===== src/rtl/sdfr_pkg.sv =====
package sdfr_pkg;
  localparam int FRAME_BITS = 32;
  localparam int RES_W      = 24;
  localparam int SUB_W      = 4;
  localparam int BIT_W      = $clog2(FRAME_BITS);

  // bit positions fixed by the converter's frame order
  localparam int POS_EOC  = FRAME_BITS - 1;
  localparam int POS_DMY  = FRAME_BITS - 2;
  localparam int POS_SIGN = FRAME_BITS - 3;
  localparam int POS_EXT  = FRAME_BITS - 4;

  typedef enum logic [1:0] {
    ST_IDLE, ST_SETTLE, ST_POLL, ST_SHIFT
  } sdfr_state_e;

  typedef struct packed {
    logic shiftEn;   // capture adcSdo on this rising serial edge
    logic latch;     // 32nd falling edge: publish fields
  } sdfr_strobe_t;
endpackage


===== src/rtl/sdfr_clkdiv.sv =====
module sdfr_clkdiv #(
  parameter int DIV_W = 8
) (
  input  logic             clk,
  input  logic             rstN,
  input  logic             run,
  input  logic [DIV_W-1:0] divHalf,
  output logic             halfTick
);
  localparam logic [DIV_W-1:0] MIN_DIV = DIV_W'(2);

  logic [DIV_W-1:0] effDiv;
  logic [DIV_W-1:0] halfCnt;

  assign effDiv   = (divHalf < MIN_DIV) ? MIN_DIV : divHalf;
  assign halfTick = run && (halfCnt == effDiv - DIV_W'(1));

  always_ff @(posedge clk or negedge rstN) begin
    if (!rstN)          halfCnt <= '0;
    else if (!run)      halfCnt <= '0;
    else if (halfTick)  halfCnt <= '0;
    else                halfCnt <= halfCnt + DIV_W'(1);
  end
endmodule


===== src/rtl/sdfr_ctrl.sv =====
module sdfr_ctrl
  import sdfr_pkg::*;
#(
  parameter int CNT_W = 16
) (
  input  logic             clk,
  input  logic             rstN,
  input  logic             start,
  input  logic [CNT_W-1:0] settleCycles,
  input  logic [CNT_W-1:0] pollLimit,
  input  logic             adcSdo,
  input  logic             halfTick,
  output logic             clkRun,
  output logic             adcCsN,
  output logic             adcSck,
  output logic             timeoutPulse,
  output sdfr_strobe_t     stb
);
  localparam logic [BIT_W-1:0] LAST_BIT = BIT_W'(FRAME_BITS - 1);

  sdfr_state_e      state;
  logic [CNT_W-1:0] cnt;
  logic [BIT_W-1:0] bitCnt;

  assign clkRun      = (state == ST_SHIFT);
  assign stb.shiftEn = clkRun && halfTick && !adcSck;
  assign stb.latch   = clkRun && halfTick && adcSck && (bitCnt == LAST_BIT);

  always_ff @(posedge clk or negedge rstN) begin
    if (!rstN) begin
      state        <= ST_IDLE;
      cnt          <= '0;
      bitCnt       <= '0;
      adcCsN       <= 1'b1;
      adcSck       <= 1'b0;
      timeoutPulse <= 1'b0;
    end else begin
      timeoutPulse <= 1'b0;
      case (state)
        ST_IDLE: begin
          if (start) begin
            state  <= ST_SETTLE;
            cnt    <= '0;
            adcCsN <= 1'b0;
          end
        end
        ST_SETTLE: begin
          if (cnt >= settleCycles) begin
            state <= ST_POLL;
            cnt   <= '0;
          end else begin
            cnt <= cnt + CNT_W'(1);
          end
        end
        ST_POLL: begin
          if (!adcSdo) begin
            state  <= ST_SHIFT;
            bitCnt <= '0;
          end else if (cnt >= pollLimit) begin
            state        <= ST_IDLE;
            adcCsN       <= 1'b1;
            timeoutPulse <= 1'b1;
          end else begin
            cnt <= cnt + CNT_W'(1);
          end
        end
        ST_SHIFT: begin
          if (halfTick) begin
            adcSck <= ~adcSck;
            if (adcSck) begin
              if (bitCnt == LAST_BIT) begin
                state  <= ST_IDLE;
                adcCsN <= 1'b1;
              end else begin
                bitCnt <= bitCnt + BIT_W'(1);
              end
            end
          end
        end
        default: state <= ST_IDLE;
      endcase
    end
  end
endmodule


===== src/rtl/sdfr_datapath.sv =====
module sdfr_datapath
  import sdfr_pkg::*;
(
  input  logic             clk,
  input  logic             rstN,
  input  sdfr_strobe_t     stb,
  input  logic             adcSdo,
  output logic             frameValid,
  output logic             eocBit,
  output logic             signBit,
  output logic             extRange,
  output logic [RES_W-1:0] result,
  output logic [SUB_W-1:0] subLsb,
  output logic             frameErr
);
  logic [FRAME_BITS-1:0] shiftReg;
  logic [RES_W-1:0]      nextRes;
  logic                  nextErr;

  assign nextRes = shiftReg[SUB_W +: RES_W];
  assign nextErr = shiftReg[POS_DMY]
                 | (~shiftReg[POS_SIGN] & ~shiftReg[POS_EXT] & (|nextRes));

  always_ff @(posedge clk or negedge rstN) begin
    if (!rstN)            shiftReg <= '0;
    else if (stb.shiftEn) shiftReg <= {shiftReg[FRAME_BITS-2:0], adcSdo};
  end

  always_ff @(posedge clk or negedge rstN) begin
    if (!rstN) begin
      frameValid <= 1'b0;
      eocBit     <= 1'b0;
      signBit    <= 1'b0;
      extRange   <= 1'b0;
      result     <= '0;
      subLsb     <= '0;
      frameErr   <= 1'b0;
    end else begin
      frameValid <= stb.latch;
      if (stb.latch) begin
        eocBit   <= shiftReg[POS_EOC];
        signBit  <= shiftReg[POS_SIGN];
        extRange <= shiftReg[POS_EXT];
        result   <= nextRes;
        subLsb   <= shiftReg[SUB_W-1:0];
        frameErr <= nextErr;
      end
    end
  end
endmodule


===== src/rtl/sdfr_reader.sv =====
module sdfr_reader
  import sdfr_pkg::*;
#(
  parameter int DIV_W = 8,
  parameter int CNT_W = 16
) (
  input  logic             clk,
  input  logic             rstN,
  input  logic             start,
  input  logic [DIV_W-1:0] divHalf,
  input  logic [CNT_W-1:0] settleCycles,
  input  logic [CNT_W-1:0] pollLimit,
  input  logic             adcSdo,
  output logic             adcCsN,
  output logic             adcSck,
  output logic             frameValid,
  output logic             eocBit,
  output logic             signBit,
  output logic             extRange,
  output logic [23:0]      result,
  output logic [3:0]       subLsb,
  output logic             frameErr,
  output logic             timeout
);
  sdfr_strobe_t stb;
  logic         clkRun;
  logic         halfTick;

  sdfr_clkdiv #(.DIV_W(DIV_W)) u_div (
    .clk(clk), .rstN(rstN), .run(clkRun), .divHalf(divHalf), .halfTick(halfTick)
  );

  sdfr_ctrl #(.CNT_W(CNT_W)) u_ctrl (
    .clk(clk), .rstN(rstN), .start(start), .settleCycles(settleCycles),
    .pollLimit(pollLimit), .adcSdo(adcSdo), .halfTick(halfTick),
    .clkRun(clkRun), .adcCsN(adcCsN), .adcSck(adcSck),
    .timeoutPulse(timeout), .stb(stb)
  );

  sdfr_datapath u_dp (
    .clk(clk), .rstN(rstN), .stb(stb), .adcSdo(adcSdo),
    .frameValid(frameValid), .eocBit(eocBit), .signBit(signBit),
    .extRange(extRange), .result(result), .subLsb(subLsb), .frameErr(frameErr)
  );
endmodule


===== config.mk =====
export PLATFORM = sky130hd
export DESIGN_NAME = sdfr_reader
export DESIGN_NICKNAME = d
export VERILOG_FILES = /design/src/rtl/sdfr_pkg.sv /design/src/rtl/sdfr_clkdiv.sv /design/src/rtl/sdfr_ctrl.sv /design/src/rtl/sdfr_datapath.sv /design/src/rtl/sdfr_reader.sv
export SDC_FILE = /design/constraint.sdc
export NUM_CORES = 1
export LEC_CHECK = 0
export BUFFER_PORTS_ARGS = -buffer_cell sky130_fd_sc_hd__clkbuf_2
export CAP_MARGIN = 20
export CORE_MARGIN = 5
export CORE_UTILIZATION = 58
export DETAILED_ROUTE_END_ITERATION = 8
export MAX_ROUTING_LAYER = met4
export PLACE_DENSITY_LB_ADDON = 0.25
export SKIP_CTS_REPAIR_TIMING = 1
export SYNTH_ARGS = -nofsm -noshare
export SYNTH_HDL_FRONTEND = slang
export SYNTH_SLANG_ARGS = --single-unit

===== constraint.sdc =====
create_clock -name clk -period 2.75 [get_ports clk]
set_input_delay 0.55 -clock clk [delete_from_list [all_inputs] [get_ports clk]]
set_output_delay 0.55 -clock clk [all_outputs]
set_load 0.02 [all_outputs]

## Word level (Yosys, flattened, before mapping)

Index checks and enable logic that the tools add are counted.

| word-level totals | value |
|---|---|
| word-level logic and storage cells | 91 |
| bits in registers | 99 |
| output and inout bits | 36 |

| operators by class | value |
|---|---|
| magnitude comparators | 3 |
| equal/unequal tests | 16 |
| $add $sub $neg | 4 |
| reductions and logical operators | 16 |
| muxes and demuxes | 31 |
| bitwise gates (word level) | 6 |

Operator list:

| cell | count |
|---|---|
| $mux 16 | 4 |
| $pmux 16 s3 | 1 |
| $ge 16x16->1 | 2 |
| $mux 8 | 3 |
| $reduce_or 24->1 | 1 |
| $mux 5 | 4 |
| $add 16x1->16 const B | 1 |
| $mux 2 | 7 |
| $ne 2x2->1 const B | 7 |
| $pmux 5 s2 | 1 |
| $mux 1 | 9 |
| $add 8x1->8 const B | 1 |
| $eq 8x8->1 | 1 |
| $lt 8x2->1 const B | 1 |
| $pmux 2 s4 | 1 |
| $sub 8x1->8 const B | 1 |
| $reduce_and 7->1 | 1 |
| $ne 2x1->1 const B | 3 |
| $reduce_and 6->1 | 1 |
| $reduce_bool 3->1 | 2 |
| $add 5x1->5 const B | 1 |
| $eq 5x5->1 const B | 1 |
| $logic_and 1x1->1 | 5 |
| $reduce_and 5->1 | 1 |
| other kinds (12) | 16 |

## Longest topological paths before layout

| logic depth | value |
|---|---|
| word-level depth | 8 |
| depth in mapped cells | 14 |
| depth with buffers taken out | 11 |

## By module

A second synthesis with hierarchy kept.

| unflattened totals | value |
|---|---|
| cells, all modules | 509 |
| area total of the unflattened synthesis | 5595.4 µm² |

Modules (own cells, without submodules):

| module | cells each | sequential area each (µm²) | times used | area an instance (µm²) |
|---|---|---|---|---|
| sdfr_datapath | 149 | 1626.6 | 1 | 2474.9 |
| sdfr_ctrl | 282 | 651.9 | 1 | 2366.0 |
| sdfr_clkdiv | 78 | 200.2 | 1 | 754.5 |

## Worst setup path after synthesis

Ideal clock, no wire load.

| path | value |
|---|---|
| kind | in2reg |
| start point | input divHalf[6] |
| end point | register u_dp.result[10] |
| slack | -520 ps |
| buffers on the path | 2 |
| stages on the path | 13 |
| required time | 2625 ps |
| data arrival time | 3145 ps |
| path through | or4_4 nor3_1 nor2_1 ha_1 nor3b_1 xnor2_1 nor3_1 o2111ai_2 or2_1 buf_6 nor2_8 buf_12 mux2_4 |

| between the ends | value |
|---|---|
| word-level cells in the longest chain between the ends | 8 |

Ends and longest elaborated chain:

| what | line | text |
|---|---|---|
| start, declared | sdfr_reader.sv:10 | `input logic [DIV_W-1:0] divHalf,` |
| $lt 8x2->1 | sdfr_clkdiv.sv:15 | `assign effDiv = (divHalf < MIN_DIV) ? MIN_DIV : divHalf;` |
| $mux 8 (*) | sdfr_clkdiv.sv:15 |  |
| $sub 8x1->8 (*) | sdfr_clkdiv.sv:16 | `assign halfTick = run && (halfCnt == effDiv - DIV_W'(1));` |
| $eq 8x8->1 (*) | sdfr_clkdiv.sv:16 |  |
| $logic_and 1x1->1 (*) | sdfr_clkdiv.sv:16 |  |
| $logic_and 1x1->1 (*) (3 in series) | sdfr_ctrl.sv:27 | `assign stb.latch = clkRun && halfTick && adcSck && (bitCnt == LAST_BIT);` |
| end signal, assigned | sdfr_datapath.sv:44 | `result <= nextRes;` |
| end, declared | sdfr_datapath.sv:12 | `output logic [RES_W-1:0] result,` |

Mark *: on every way between the ends. The rest lies on a longest branch, timed or not.
A chain may end at the register's enable or synchronous reset.

## Worst setup path in the final report

| path | value |
|---|---|
| start point | input divHalf[6] |
| end point | register u_dp.shiftReg[12] |

| between the ends | value |
|---|---|
| word-level cells in the longest chain between the ends | 7 |

Ends and longest elaborated chain:

| what | line | text |
|---|---|---|
| $lt 8x2->1 | sdfr_clkdiv.sv:15 |  |
| $mux 8 (*) | sdfr_clkdiv.sv:15 |  |
| $sub 8x1->8 (*) | sdfr_clkdiv.sv:16 |  |
| $eq 8x8->1 (*) | sdfr_clkdiv.sv:16 |  |
| $logic_and 1x1->1 (*) | sdfr_clkdiv.sv:16 |  |
| $logic_and 1x1->1 (*) (2 in series) | sdfr_ctrl.sv:26 | `assign stb.shiftEn = clkRun && halfTick && !adcSck;` |
| end signal, assigned | sdfr_datapath.sv:26 | `else if (stb.shiftEn) shiftReg <= {shiftReg[FRAME_BITS-2:0], adcSdo};` |
| end, declared | sdfr_datapath.sv:16 | `logic [FRAME_BITS-1:0] shiftReg;` |

Marked as above.

==> metrics.cfg <==
[route]
route.final.wire_length_um = 12100
drc_errors = 0
vias = 4058
first_iter_violations = 164
post_drt_via_cell_ratio = 5.54
wl_per_cell_um = 16.5
dr.pass1.iters = 5
final_antenna_net_count = 0

[setup_path]
critical_path_source_type = input port
timing.rr.end = u_ctrl.cnt[3]$_DFFE_PN0P_
path_common_cell = nor3_2
cp_data_arrival_time_ps = 3210
crit_type = input port to flip-flop
worst_setup_path_end_kind = flip-flop
required_ps = 3010
r2r.worst_path.cells = 10
r2r_setup_slack_ps = 190
critical_path.n_buffers_inverters = 2
path_delay_family = simple AND/OR/NAND/NOR gates
critPathSlowestCell = or4_4
critical_path.cell_chain = buf_8 -> or4_4 -> nor3_2 -> nor2_1 -> ha_2 -> xnor2_2 -> xnor2_1 -> nor3_2 -> o2111ai_2 -> or2_4 -> nor2_8 -> buf_12 -> mux2_2
worst_r2r_startpoint = u_ctrl.cnt[0]$_DFFE_PN0P_
critPathMaxStageDelay_ps = 530
worstPathMaxFanout = 22

[logic_synthesis]
ys.warnings.count = 0
synth_top_flop_cell = dfrtp_1
synthesized_netlist_net_count = 568
cell_count_after_synthesis = 483
edff_count_synth = 0
syn-cell-area_sq_mm = 0.00570
synth.yosys.seq_area_share_pct = 43.5
synth-seq-cells = 99
post_synth.cell_area_avg_sq_um = 11.8
netlist-cell-type-count = 59
postSynth.asyncResetShare_pct = 100

[timing]
rsz_0062_raised_after_global_routing = yes
maxClockFrequency_ghz = 0.339
timing_hold_violations_final = 0
share_of_the_clock_period_used_by_the_worst_path_pct = 107
final.setup_skew_ps = 10.5
timing.final.crit_period_ps = 2950
maxSlewHeadroom_pct = 54.8
final_critical_path_setup_slack_ps = -197
final_max_slew_viol_count = 0
final.hold.worst_slack_ps = 152
tightestPinTransition_ps = 671
setup_violations = 70

[placed_design]
portBuffers = 79
dp_hpwl_um = 8800
place.gp.congestion = 0.866
dpl.cell_count = 709

[clocking]
cts_buffer_depth = 2
clock_insertion_delay_at_the_later_pin_of_the_skew_report_ps = 370
number_of_sinks_handled_by_clock_tree_synthesis = 99
clock_tree.root_cell = clkbuf_8
tritoncts = done
cts_buffers = 9
cts_htree_levels = 3
clk_transition_reported_paths_ps = 100

[status]
violations_in_the_final_reports = negative setup slack
outcome = complete, but fails checks

[floorplan]
fp.dieArea_sq_mm = 0.0119
fp.dieH_um = 109
fp-row-count = 36
ioPinCount = 80
fp.dieW_um = 109
coreArea_sq_mm = 0.00968
initial_utilization_pct = 58.9

[final_layout]
nets = 680
finish.cell_count_without_fillers = 733
drive_above_1_share_pct = 36.5
final.fill_count = 701
antenna-diode-count = 0
area_growth_pct = 20.1

[global_routing]
overall_routing_resource_usage_pct = 21.2
grt_antenna_before_repair = 0
grt_first_pass_wirelength_um = 19500
gr-total-overflow = 0
number_of_global_route_vias_before_repair = 4077
grt_start_max_net_pins = 58

[flow_run]
max-cap-violations = 0

[power]
power_density_mw_per_mm2 = 529
max-vdd-ir-drop_mv = 0.298
power.static_leakage_nw = 3.55

[hold_path]
hold_path.class = input port to async pin

worst reg2reg max path, cell delays in order, from the launching register on:
cell       delay (ps)
dfrtp_1           410
inv_1             120
ha_1              240
or3b_2            430
o2111ai_1         100
a31o_2            210
a21o_1            150
o2bb2ai_1         150
buf_4             200
a21bo_2           220
a22o_1            220
where the power goes:
part / total (mW) / internal, mW / switching [mW]
Clock: 1.01 / 0.465 / 0.540
Sequential: 1.58 / 1.51 / 0.0671
Combinational: 1.03 / 0.448 / 0.587
Total: 3.62 / 2.43 / 1.19
synthesized netlist by cell type (all sizes together), types with 2 or more instances:
library cell	count	area, sq um
dfrtp	98	2450
mux2	63	927
ha	41	513
inv	41	154
nor2	24	123
nand2	21	78.8
o21ai	18	90.1
nand3	16	80.1
and3	13	82.6
a22o	12	105
xnor2	11	96.3
a21oi	10	50.1
nor3	10	50.1
nor4	10	62.6
buf	8	136
nor2b	8	50.1
xor2	8	70.1
mux2i	6	60.1
clkbuf	5	18.8
o2111ai	5	50.0
a211oi	4	30.0
a21o	4	30.0
nand4	4	25.0
o21a	4	30.0
and2	3	18.8
and4	3	28.8
nand2b	3	18.8
o211ai	3	22.5
nand3b	2	15.0
o311ai	2	17.5
or2	2	12.5
or3b	2	17.5
cells by family after synthesis:
family                   Yosys count  synth area share, %
AO/OA/AOI/OAI                     76                 9.59
buffers and inverters             54                 5.42
multiplexers                      69                 17.3
flip-flops                        99                 43.5
AND/OR/NAND/NOR                  125                 12.3
adder cells (fa/ha/maj)           41                 9.00
XOR/XNOR                          19                 2.92
sequential cells by signal (all words and copies together), names as in the netlist:
register / count
u_dp.signBit: 1
u_ctrl.timeoutPulse: 1
u_dp.frameValid: 1
u_dp.subLsb: 4
u_ctrl.state: 2
u_ctrl.adcCsN: 1
u_dp.shiftReg: 32
u_dp.eocBit: 1
u_dp.extRange: 1
u_ctrl.adcSck: 1
u_ctrl.cnt: 16
u_dp.frameErr: 1
u_ctrl.bitCnt: 5
u_dp.result: 24
u_div.halfCnt: 8
metrics by stage:
step | setup TNS [ps] | instance area, sq um | util, % | power (mW) | setup WS (ps)
after CTS | -20190 | 6590 | 68.0 | 3.52 | -363
after global placement | -43970 | 6370 | 65.8 | 2.49 | -656
after detailed placement | -50820 | 6370 | 65.8 | 2.52 | -745
after floorplan | -28720 | 5710 | - | 2.18 | -447
final | -9490 | 6850 | 70.7 | 3.62 | -197
after global routing | -15500 | 6850 | 70.7 | 3.82 | -286
layer usage:
layer | part of all wire, % | track usage, % | vias to the layer above | wire length [um]
li1 | - | - | 1959 | -
met2 | 50 | 34.0 | 98 | 6030
met3 | 3.8 | 3.97 | 9 | 461
met4 | 0.71 | 4.24 | 0 | 86
met1 | 46 | 28.6 | 1992 | 5540
met5 | 0 | - | - | 0
cells in the final DEF (no fill, tap or decap), drive strengths merged, types with 4 or more instances in the layout:
cell type  count
a21oi         10
a22o          12
a211oi         4
nor2          24
dfrtp         98
ha            41
nand4          4
a21o           4
nand2         21
xor2           8
buf           36
o21ai         18
and3          13
nor2b          8
xnor2         11
nor4          10
inv           45
mux2i          6
o2111ai        5
o21a           4
clkbuf        88
nor3          10
mux2          63
nand3         16
cell type report:
class / count / area [sq um] / share of cell area, %
flip-flops and latches: 99 / 2480 / 36.2
clock buffers: 10 / 138 / 2.01
inverters: 41 / 154 / 2.25
multi-input cells: 330 / 3030 / 44.2
clock inverters: 6 / 77.6 / 1.13
well taps: 133 / 166 / 2.43
repair buffers: 114 / 806 / 11.8
how the worst max path moves through the flow:
stage	from	to	slack, ps	cells past startpoint
3_3_place_gp	divHalf[6]	u_dp.result[1]$_DFFE_PN0P_	-660	13
5_1_grt	divHalf[6]	u_dp.shiftReg[12]$_DFFE_PN0P_	-290	13
6_report	divHalf[6]	u_dp.shiftReg[12]$_DFFE_PN0P_	-200	13
2_1_floorplan	divHalf[6]	u_dp.result[10]$_DFFE_PN0P_	-450	13
4_1_cts	divHalf[6]	u_dp.result[2]$_DFFE_PN0P_	-360	13
3_5_place_dp	divHalf[6]	u_dp.result[1]$_DFFE_PN0P_	-750	13
(Power assumes the default switching activity.)
